===== src/rtl/pwm_dt_pkg.sv =====
package pwm_dt_pkg;

  // How many compare matches have been seen in the current period
  typedef enum logic [1:0] {
    MATCH_NONE = 2'd0,
    MATCH_ONE  = 2'd1,
    MATCH_TWO  = 2'd2
  } match_cnt_e;

endpackage


===== src/rtl/pwm_dt_rst_sync.sv =====
module pwm_dt_rst_sync #(
  parameter int STAGES = 2
) (
  input  logic clk,
  input  logic arst_n,
  output logic rst_n_o
);

  logic [STAGES-1:0] sync_q;

  generate
    if (STAGES == 1) begin : g_single
      always_ff @(posedge clk or negedge arst_n) begin
        if (!arst_n) sync_q <= 1'b0;
        else         sync_q <= 1'b1;
      end
    end else begin : g_chain
      always_ff @(posedge clk or negedge arst_n) begin
        if (!arst_n) sync_q <= '0;
        else         sync_q <= {sync_q[STAGES-2:0], 1'b1};
      end
    end
  endgenerate

  assign rst_n_o = sync_q[STAGES-1];

endmodule


===== src/rtl/pwm_dt_shadow.sv =====
module pwm_dt_shadow #(
  parameter int W = 16
) (
  input  logic         clk,
  input  logic         rst_n,
  input  logic         pstart_i,
  input  logic         a_we_i,
  input  logic [W-1:0] a_din_i,
  input  logic         b_we_i,
  input  logic [W-1:0] b_din_i,
  output logic [W-1:0] a_eff_o,
  output logic [W-1:0] b_eff_o
);

  logic [W-1:0] a_sh_q, a_sh_d;
  logic [W-1:0] b_sh_q, b_sh_d;
  logic [W-1:0] a_wk_q, a_wk_d;
  logic [W-1:0] b_wk_q, b_wk_d;

  always_comb begin
    a_sh_d = a_sh_q;
    b_sh_d = b_sh_q;
    a_wk_d = a_wk_q;
    b_wk_d = b_wk_q;
    if (a_we_i) a_sh_d = a_din_i;
    if (b_we_i) b_sh_d = b_din_i;
    if (pstart_i) begin
      a_wk_d = a_sh_q;
      b_wk_d = b_sh_q;
    end
  end

  always_ff @(posedge clk or negedge rst_n) begin
    if (!rst_n) begin
      a_sh_q <= '0;
      b_sh_q <= '0;
      a_wk_q <= '0;
      b_wk_q <= '0;
    end else begin
      a_sh_q <= a_sh_d;
      b_sh_q <= b_sh_d;
      a_wk_q <= a_wk_d;
      b_wk_q <= b_wk_d;
    end
  end

  // On the period-start clock the freshly loaded values are already in force
  assign a_eff_o = pstart_i ? a_sh_q : a_wk_q;
  assign b_eff_o = pstart_i ? b_sh_q : b_wk_q;

  AST_RELOAD_AT_START: assert property (@(posedge clk) disable iff (!rst_n)
    pstart_i |=> (a_wk_q == $past(a_sh_q)) && (b_wk_q == $past(b_sh_q)));
  AST_WORK_HOLDS: assert property (@(posedge clk) disable iff (!rst_n)
    !pstart_i |=> $stable(a_wk_q) && $stable(b_wk_q));

endmodule


===== src/rtl/pwm_dt_delay_cnt.sv =====
module pwm_dt_delay_cnt #(
  parameter int W = 16
) (
  input  logic         clk,
  input  logic         rst_n,
  input  logic         clr_i,
  input  logic         run_i,
  output logic [W-1:0] cnt_o
);

  localparam logic [W-1:0] CNT_MAX = {W{1'b1}};
  localparam logic [W-1:0] CNT_ONE = W'(1);

  logic [W-1:0] cnt_q, cnt_d;
  logic         cnt_en;

  always_comb begin
    cnt_en = clr_i | (run_i & (cnt_q != CNT_MAX));
    cnt_d  = clr_i ? CNT_ONE : cnt_q + CNT_ONE;
  end

  always_ff @(posedge clk or negedge rst_n) begin
    if (!rst_n)      cnt_q <= '0;
    else if (cnt_en) cnt_q <= cnt_d;
  end

  assign cnt_o = cnt_q;

  AST_CNT_NO_WRAP: assert property (@(posedge clk) disable iff (!rst_n)
    (cnt_q == CNT_MAX) && !clr_i |=> cnt_q == CNT_MAX);
  AST_CNT_RESTART: assert property (@(posedge clk) disable iff (!rst_n)
    clr_i |=> cnt_q == CNT_ONE);

endmodule


===== src/rtl/pwm_dt_edge_ctrl.sv =====
module pwm_dt_edge_ctrl
  import pwm_dt_pkg::*;
#(
  parameter int W = 16
) (
  input  logic         clk,
  input  logic         rst_n,
  input  logic         en_i,
  input  logic         lead_i,
  input  logic         pstart_i,
  input  logic [W-1:0] tbase_i,
  input  logic [W-1:0] a_eff_i,
  input  logic [W-1:0] b_eff_i,
  input  logic [W-1:0] cnt_i,
  output logic         cnt_clr_o,
  output logic         armed_o,
  output logic         active_o
);

  logic       run_q, run_d;
  logic       armed_q, armed_d;
  logic       act_q, act_d;
  match_cnt_e mc_q, mc_d, mc_cur;
  logic       run_eff, a_hit, b_hit, a_take;

  always_comb begin
    run_eff   = en_i & (run_q | pstart_i);
    mc_cur    = pstart_i ? MATCH_NONE : mc_q;
    a_hit     = run_eff & (tbase_i == a_eff_i);
    b_hit     = run_eff & armed_q & (cnt_i >= b_eff_i);
    a_take    = a_hit & (mc_cur != MATCH_TWO);
    run_d     = run_eff;
    mc_d      = mc_cur;
    armed_d   = armed_q;
    act_d     = act_q;
    cnt_clr_o = 1'b0;
    if (!en_i) begin
      run_d   = 1'b0;
      mc_d    = MATCH_NONE;
      armed_d = 1'b0;
      act_d   = 1'b0;
    end else if (a_take) begin
      cnt_clr_o = 1'b1;
      if (mc_cur == MATCH_NONE) begin
        mc_d = MATCH_ONE;
        if (lead_i) begin
          armed_d = 1'b1;
        end else begin
          act_d   = 1'b1;
          armed_d = 1'b0;
        end
      end else begin
        mc_d = MATCH_TWO;
        if (lead_i) begin
          act_d   = 1'b0;
          armed_d = 1'b0;
        end else begin
          armed_d = 1'b1;
        end
      end
    end else if (b_hit) begin
      armed_d = 1'b0;
      act_d   = lead_i;
    end
  end

  always_ff @(posedge clk or negedge rst_n) begin
    if (!rst_n) begin
      run_q   <= 1'b0;
      mc_q    <= MATCH_NONE;
      armed_q <= 1'b0;
      act_q   <= 1'b0;
    end else begin
      run_q   <= run_d;
      mc_q    <= mc_d;
      armed_q <= armed_d;
      act_q   <= act_d;
    end
  end

  assign armed_o  = armed_q;
  assign active_o = act_q;

  AST_OFF_GOES_IDLE: assert property (@(posedge clk) disable iff (!rst_n)
    !en_i |=> !act_q);
  AST_WAIT_FOR_START: assert property (@(posedge clk) disable iff (!rst_n)
    !run_q && !pstart_i |=> !act_q);
  AST_LEAD_SECOND_CLEARS: assert property (@(posedge clk) disable iff (!rst_n)
    en_i && lead_i && a_hit && (mc_cur == MATCH_ONE) |=> !act_q);
  AST_TRAIL_FIRST_SETS: assert property (@(posedge clk) disable iff (!rst_n)
    en_i && !lead_i && a_hit && (mc_cur == MATCH_NONE) |=> act_q);
  AST_ARMED_ONLY_RUNNING: assert property (@(posedge clk) disable iff (!rst_n)
    armed_q |-> run_q);

endmodule


===== src/rtl/pwm_dt_channel.sv =====
module pwm_dt_channel #(
  parameter int W           = 16,
  parameter int SYNC_STAGES = 2
) (
  input  logic         clk,
  input  logic         arst_n,
  input  logic         en_i,
  input  logic         lead_mode_i,
  input  logic         neg_pol_i,
  input  logic [W-1:0] tbase_i,
  input  logic         sh_a_we_i,
  input  logic [W-1:0] sh_a_i,
  input  logic         sh_b_we_i,
  input  logic [W-1:0] sh_b_i,
  output logic         pwm_o
);

  localparam logic [W-1:0] TB_START = W'(1);

  logic         rst_n;
  logic         pstart;
  logic [W-1:0] a_eff, b_eff, cnt;
  logic         cnt_clr, armed, active;

  assign pstart = (tbase_i == TB_START);

  pwm_dt_rst_sync #(.STAGES(SYNC_STAGES)) u_rst (
    .clk     (clk),
    .arst_n  (arst_n),
    .rst_n_o (rst_n)
  );

  pwm_dt_shadow #(.W(W)) u_shadow (
    .clk      (clk),
    .rst_n    (rst_n),
    .pstart_i (pstart),
    .a_we_i   (sh_a_we_i),
    .a_din_i  (sh_a_i),
    .b_we_i   (sh_b_we_i),
    .b_din_i  (sh_b_i),
    .a_eff_o  (a_eff),
    .b_eff_o  (b_eff)
  );

  pwm_dt_delay_cnt #(.W(W)) u_cnt (
    .clk   (clk),
    .rst_n (rst_n),
    .clr_i (cnt_clr),
    .run_i (armed),
    .cnt_o (cnt)
  );

  pwm_dt_edge_ctrl #(.W(W)) u_ctrl (
    .clk       (clk),
    .rst_n     (rst_n),
    .en_i      (en_i),
    .lead_i    (lead_mode_i),
    .pstart_i  (pstart),
    .tbase_i   (tbase_i),
    .a_eff_i   (a_eff),
    .b_eff_i   (b_eff),
    .cnt_i     (cnt),
    .cnt_clr_o (cnt_clr),
    .armed_o   (armed),
    .active_o  (active)
  );

  assign pwm_o = active ^ neg_pol_i;

  AST_RESET_IDLE: assert property (@(posedge clk) disable iff (!rst_n)
    $rose(rst_n) |-> pwm_o == neg_pol_i);
  AST_POL_DIRECT: assert property (@(posedge clk) disable iff (!rst_n)
    !active |-> pwm_o == neg_pol_i);

endmodule


===== config.mk =====
export PLATFORM = sky130hd
export DESIGN_NAME = pwm_dt_channel
export DESIGN_NICKNAME = d
export VERILOG_FILES = /design/src/rtl/pwm_dt_pkg.sv /design/src/rtl/pwm_dt_rst_sync.sv /design/src/rtl/pwm_dt_shadow.sv /design/src/rtl/pwm_dt_delay_cnt.sv /design/src/rtl/pwm_dt_edge_ctrl.sv /design/src/rtl/pwm_dt_channel.sv
export SDC_FILE = /design/constraint.sdc
export NUM_CORES = 1
export LEC_CHECK = 0
export BUFFER_PORTS_ARGS = -buffer_cell sky130_fd_sc_hd__buf_2
export CORE_AREA = 2 2 90 92
export DETAILED_ROUTE_END_ITERATION = 6
export DIE_AREA = 0 0 92 94
export PLACE_DENSITY = 0.78
export SYNTH_ARGS = -nofsm -noshare
export SYNTH_HDL_FRONTEND = slang
export SYNTH_SLANG_ARGS = --single-unit

===== constraint.sdc =====
create_clock -name clk -period 2.99 [get_ports clk]
set_clock_uncertainty 0.05 [all_clocks]
set_input_delay 0 -clock clk [delete_from_list [all_inputs] [get_ports clk]]
set_output_delay 0 -clock clk [all_outputs]
set_load 0.03 [all_outputs]

==> results by group <==
Synth
  – Synth Warn #: 0
  – Post-Syn Area: 0.00435 mm2
  – Post-synth net total: 481
  – Seq cells post-synth: 87
  – Cells after synthesis: 409
  – Yosys top cell area share: 0.501
  – Synth Flop Type: dfrtp_1
  – Biggest area consumer among synthesized cells: dfrtp_1
  – Avg Cell Area, Syn: 10.6 um2
  – Post-synthesis sequential area ratio: 0.501
  – Async set-reset flop share out of synthesis: 1.00
  – Number of synthesized flops with an enable pin: 0
  – Synth top area cells: dfrtp_1 50%, mux2_2 6.7%, nand2_1 5.3%
  – Netlist cell types: 48

Timing
  – Slew HR: 0.287
  – Fin Setup TNS: 0 ns
  – RSZ-0062 raised after global routing: no
  – Tcrit/Tclk final: 0.903
  – Slew Limit Fails: 0
  – Max Freq: 0.370 GHz
  – Fin crit period: 2.70 ns
  – Worst-Margin Slew: 1.07 ns
  – Setup violations, final: 0
  – Final hold violations: 0
  – Final WS setup: 0.289 ns
  – Fin Hold WS: 0.0488 ns

Power and ir drop
  – Pwr dens: 446 mW/mm2
  – VDD IR max: 0.267 mV
  – Static Leak: 2.57 nW
  – Internal: 1.83 mW
  – Sequential power share: 0.531
  – Total power: 2.40 mW
  – Switching Power: 0.566 mW
  – Power share of the clock group: 0.388
  – Combinational power share: 0.081
  – Switch share: 0.236

Setup path
  – Critical path origin: u_shadow.a_wk_q[15]$_DFF_PN0_
  – Critical Path Start Type: flip-flop
  – FF-to-FF Start: u_shadow.a_wk_q[15]$_DFF_PN0_
  – Largest delay share family, worst path: compound AO/OA/AOI/OAI gates
  – Critical Path Fanout Max: 11
  – CP Cell Sequence: nor2b_1 -> a2111oi_1 -> nand4_1 -> a21oi_1 -> nor3b_4 -> o21a_1 -> nor2_1
  – Reg2reg end: u_cnt.cnt_o[9]$_DFFE_PN0P_
  – Slowest stage delay, CP: 0.66 ns
  – Cell depth of the worst setup path: 7
  – Reg2reg path depth: 7
  – Worst Setup Path Type: reg2reg
  – R2R Setup Slk: 0.29 ns
  – Critical Path End Type: flip-flop
  – CP arrival: 2.88 ns
  – CP endpoint: u_cnt.cnt_o[9]$_DFFE_PN0P_
  – Slowest-stage cell, CP: a2111oi_1
  – Buffers and inverters on the worst path: 0
  – Critical path data required time: 3.17 ns

Drt
  – Max Used Layer: met4
  – Wire length on met1: 4.03 mm
  – Via count: 3299
  – Routed WL per cell: 15.8 um
  – DR WL met2: 4.97 mm
  – Drt pass-1 iters: 5
  – ANT nets after route: 0
  – Post-Route WL: 9.72 mm
  – Vias per Instance: 5.36
  – Met3 WL post-DR: 374 um
  – Initial detailed-routing violation count: 119
  – Residual DRC count: 0

Place
  – Routability cong.: 0.890
  – DP HPWL: 6.90 mm
  – Cell Area, Placed: 0.00478 mm2
  – I/O Buffers: 55
  – Dpl ws: 0.0411 ns

Clock network
  – Root Buffer: clkbuf_8
  – CTS tree: built
  – Post-CTS Setup Repair Bufs: 0
  – Clock Tree Buf Depth: 2
  – Clock sinks: 87
  – Clk pin slew, worst setup/hold paths: 0.09 ns
  – Clock Latency Late Sink: 0.36 ns
  – H-tree depth: 3
  – TritonCTS Buffers: 9

Floorplanning
  – Die height: 94 um
  – Core area: 0.00761 mm2
  – FP Rows: 32
  – Full die area: 0.00865 mm2
  – Initial Util: 0.571
  – Die width: 92 um
  – # IOs: 56

Global routing
  – Gr usage total: 0.242
  – Initial antenna violation count: 0
  – GRT overflow: 0
  – Vias in the first global route: 3569
  – Largest net degree at the start of global routing: 86
  – First-pass GRT wire length: 16.2 mm

Layout
  – Fraction of layout cells with a size suffix above 1: 0.233
  – Commonest non-fill, non-tap cells in the layout: 86 x dfrtp_1, 61 x nand2_1, 55 x buf_2, 36 x dlygate4sd3_1, 32 x inv_1
  – Sequential cell area: 0.00218 mm2
  – Fin nets: 581
  – N_diodes: 0
  – Post-route cell area: 0.00538 mm2
  – Most common cell after layout, fill and taps aside: dfrtp_1
  – Synth-to-Final Area Change: 23.7%
  – Multi-input gate area: 0.00200 mm2
  – FILL cells: 587

Status
  – Outcome: finished, final reports clean

Worst hold path
  – HP Class: in2reg

Run
  – Max-Cap Viols: 0
[worst min-delay path by stage]
stage,slack (ns),from,end,cells past startpoint
floorplan,-0.35,arst_n,u_rst.sync_q[0]$_DFF_PN0_,0
global placement,-0.26,arst_n,u_rst.sync_q[0]$_DFF_PN0_,1
detailed placement,-0.26,arst_n,u_rst.sync_q[0]$_DFF_PN0_,1
CTS,0.05,sh_a_we_i,u_shadow.a_sh_q[1]$_DFFE_PN0P_,3
global route,0.09,sh_a_we_i,u_shadow.a_sh_q[5]$_DFFE_PN0P_,3
finish,0.05,sh_a_we_i,u_shadow.a_sh_q[8]$_DFFE_PN0P_,3
[routing by layer]
| layer | vias up | GRT usage |
|---|---|---|
| met4 | 0 | 0.126 |
| li1 | 1587 | - |
| met2 | 97 | 0.437 |
| met3 | 28 | 0.0385 |
| met5 | - | 0 |
| met1 | 1587 | 0.278 |
[Yosys cell counts, types with 2 or more instances]
master     number
dfrtp_1        87
nand2_1        61
inv_1          32
nor2_1         28
mux2_2         26
xor2_1         22
mux2i_1        18
ha_1           17
o21ai_0        17
nand4_1         9
nor2b_1         9
nand3_1         8
a21oi_1         7
clkbuf_1        7
xnor2_1         7
a21o_1          5
nor4_2          4
o22ai_1         4
nor4_1          3
a2111oi_0       2
and4_1          2
buf_1           2
buf_4           2
nand2b_1        2
nor3_1          2
nor4b_2         2
o21a_1          2
o221ai_1        2
[tightest hold or removal path: stages]
cell and delay, ns:
buf_2 0.24, nand2_1 0.11, o21ai_0 0.07
[what timing repair did]
item | 4_1_cts | 5_1_grt
endpoints found under the hold margin | 38 | 0
resized for setup | 0 | 1
hold buffers | 36 | 0
setup endpoints to repair | 0 | 11
[kinds of logic (layout without fill, tap and decap cells)]
group	Yosys count	in the layout	share of synthesized area
DFF	87	87	0.501
other	1	1	0.000863
AOI/OAI and AO/OA	49	49	0.0743
adders and majority gates	17	17	0.0489
buffers and inverters	43	148	0.0389
and+or+nand+nor	139	139	0.169
muxes	44	44	0.109
xor gates and xnor gates	29	29	0.0585
[flip-flops by register name, summed over array words and instances (netlist names)]
name             count
u_ctrl.active_o      1
u_rst.sync_q         2
u_shadow.b_wk_q     16
u_ctrl.armed_o       1
u_shadow.b_sh_q     16
u_cnt.cnt_o         16
u_ctrl.mc_q          2
u_shadow.a_wk_q     16
u_ctrl.run_q         1
u_shadow.a_sh_q     16
[stage by stage]
stage | cells | util
final | 616 | 0.707
after global routing | 616 | 0.707
after CTS | 616 | 0.706
after detailed placement | 564 | 0.629
after global placement | 564 | 0.629
after floorplan | 409 | -
[power by group through the flow]
stage,combinational (mW),clock [mW],sequential [mW]
2_1_floorplan,0.0931,0,1.28
3_3_place_gp,0.153,0,1.30
3_5_place_dp,0.158,0,1.30
4_1_cts,0.195,0.949,1.28
5_1_grt,0.211,1.00,1.28
6_report,0.195,0.931,1.27
[layout make-up]
type                       count  area share
clock buffer                  10      0.0256
timing repair buffer         100       0.133
inverter                      32      0.0223
multi-input combinational    279       0.372
tap                          102      0.0237
sequential                    87       0.406
clock inverter                 6      0.0172
No activity file was read; power rests on OpenSTA's default activity.
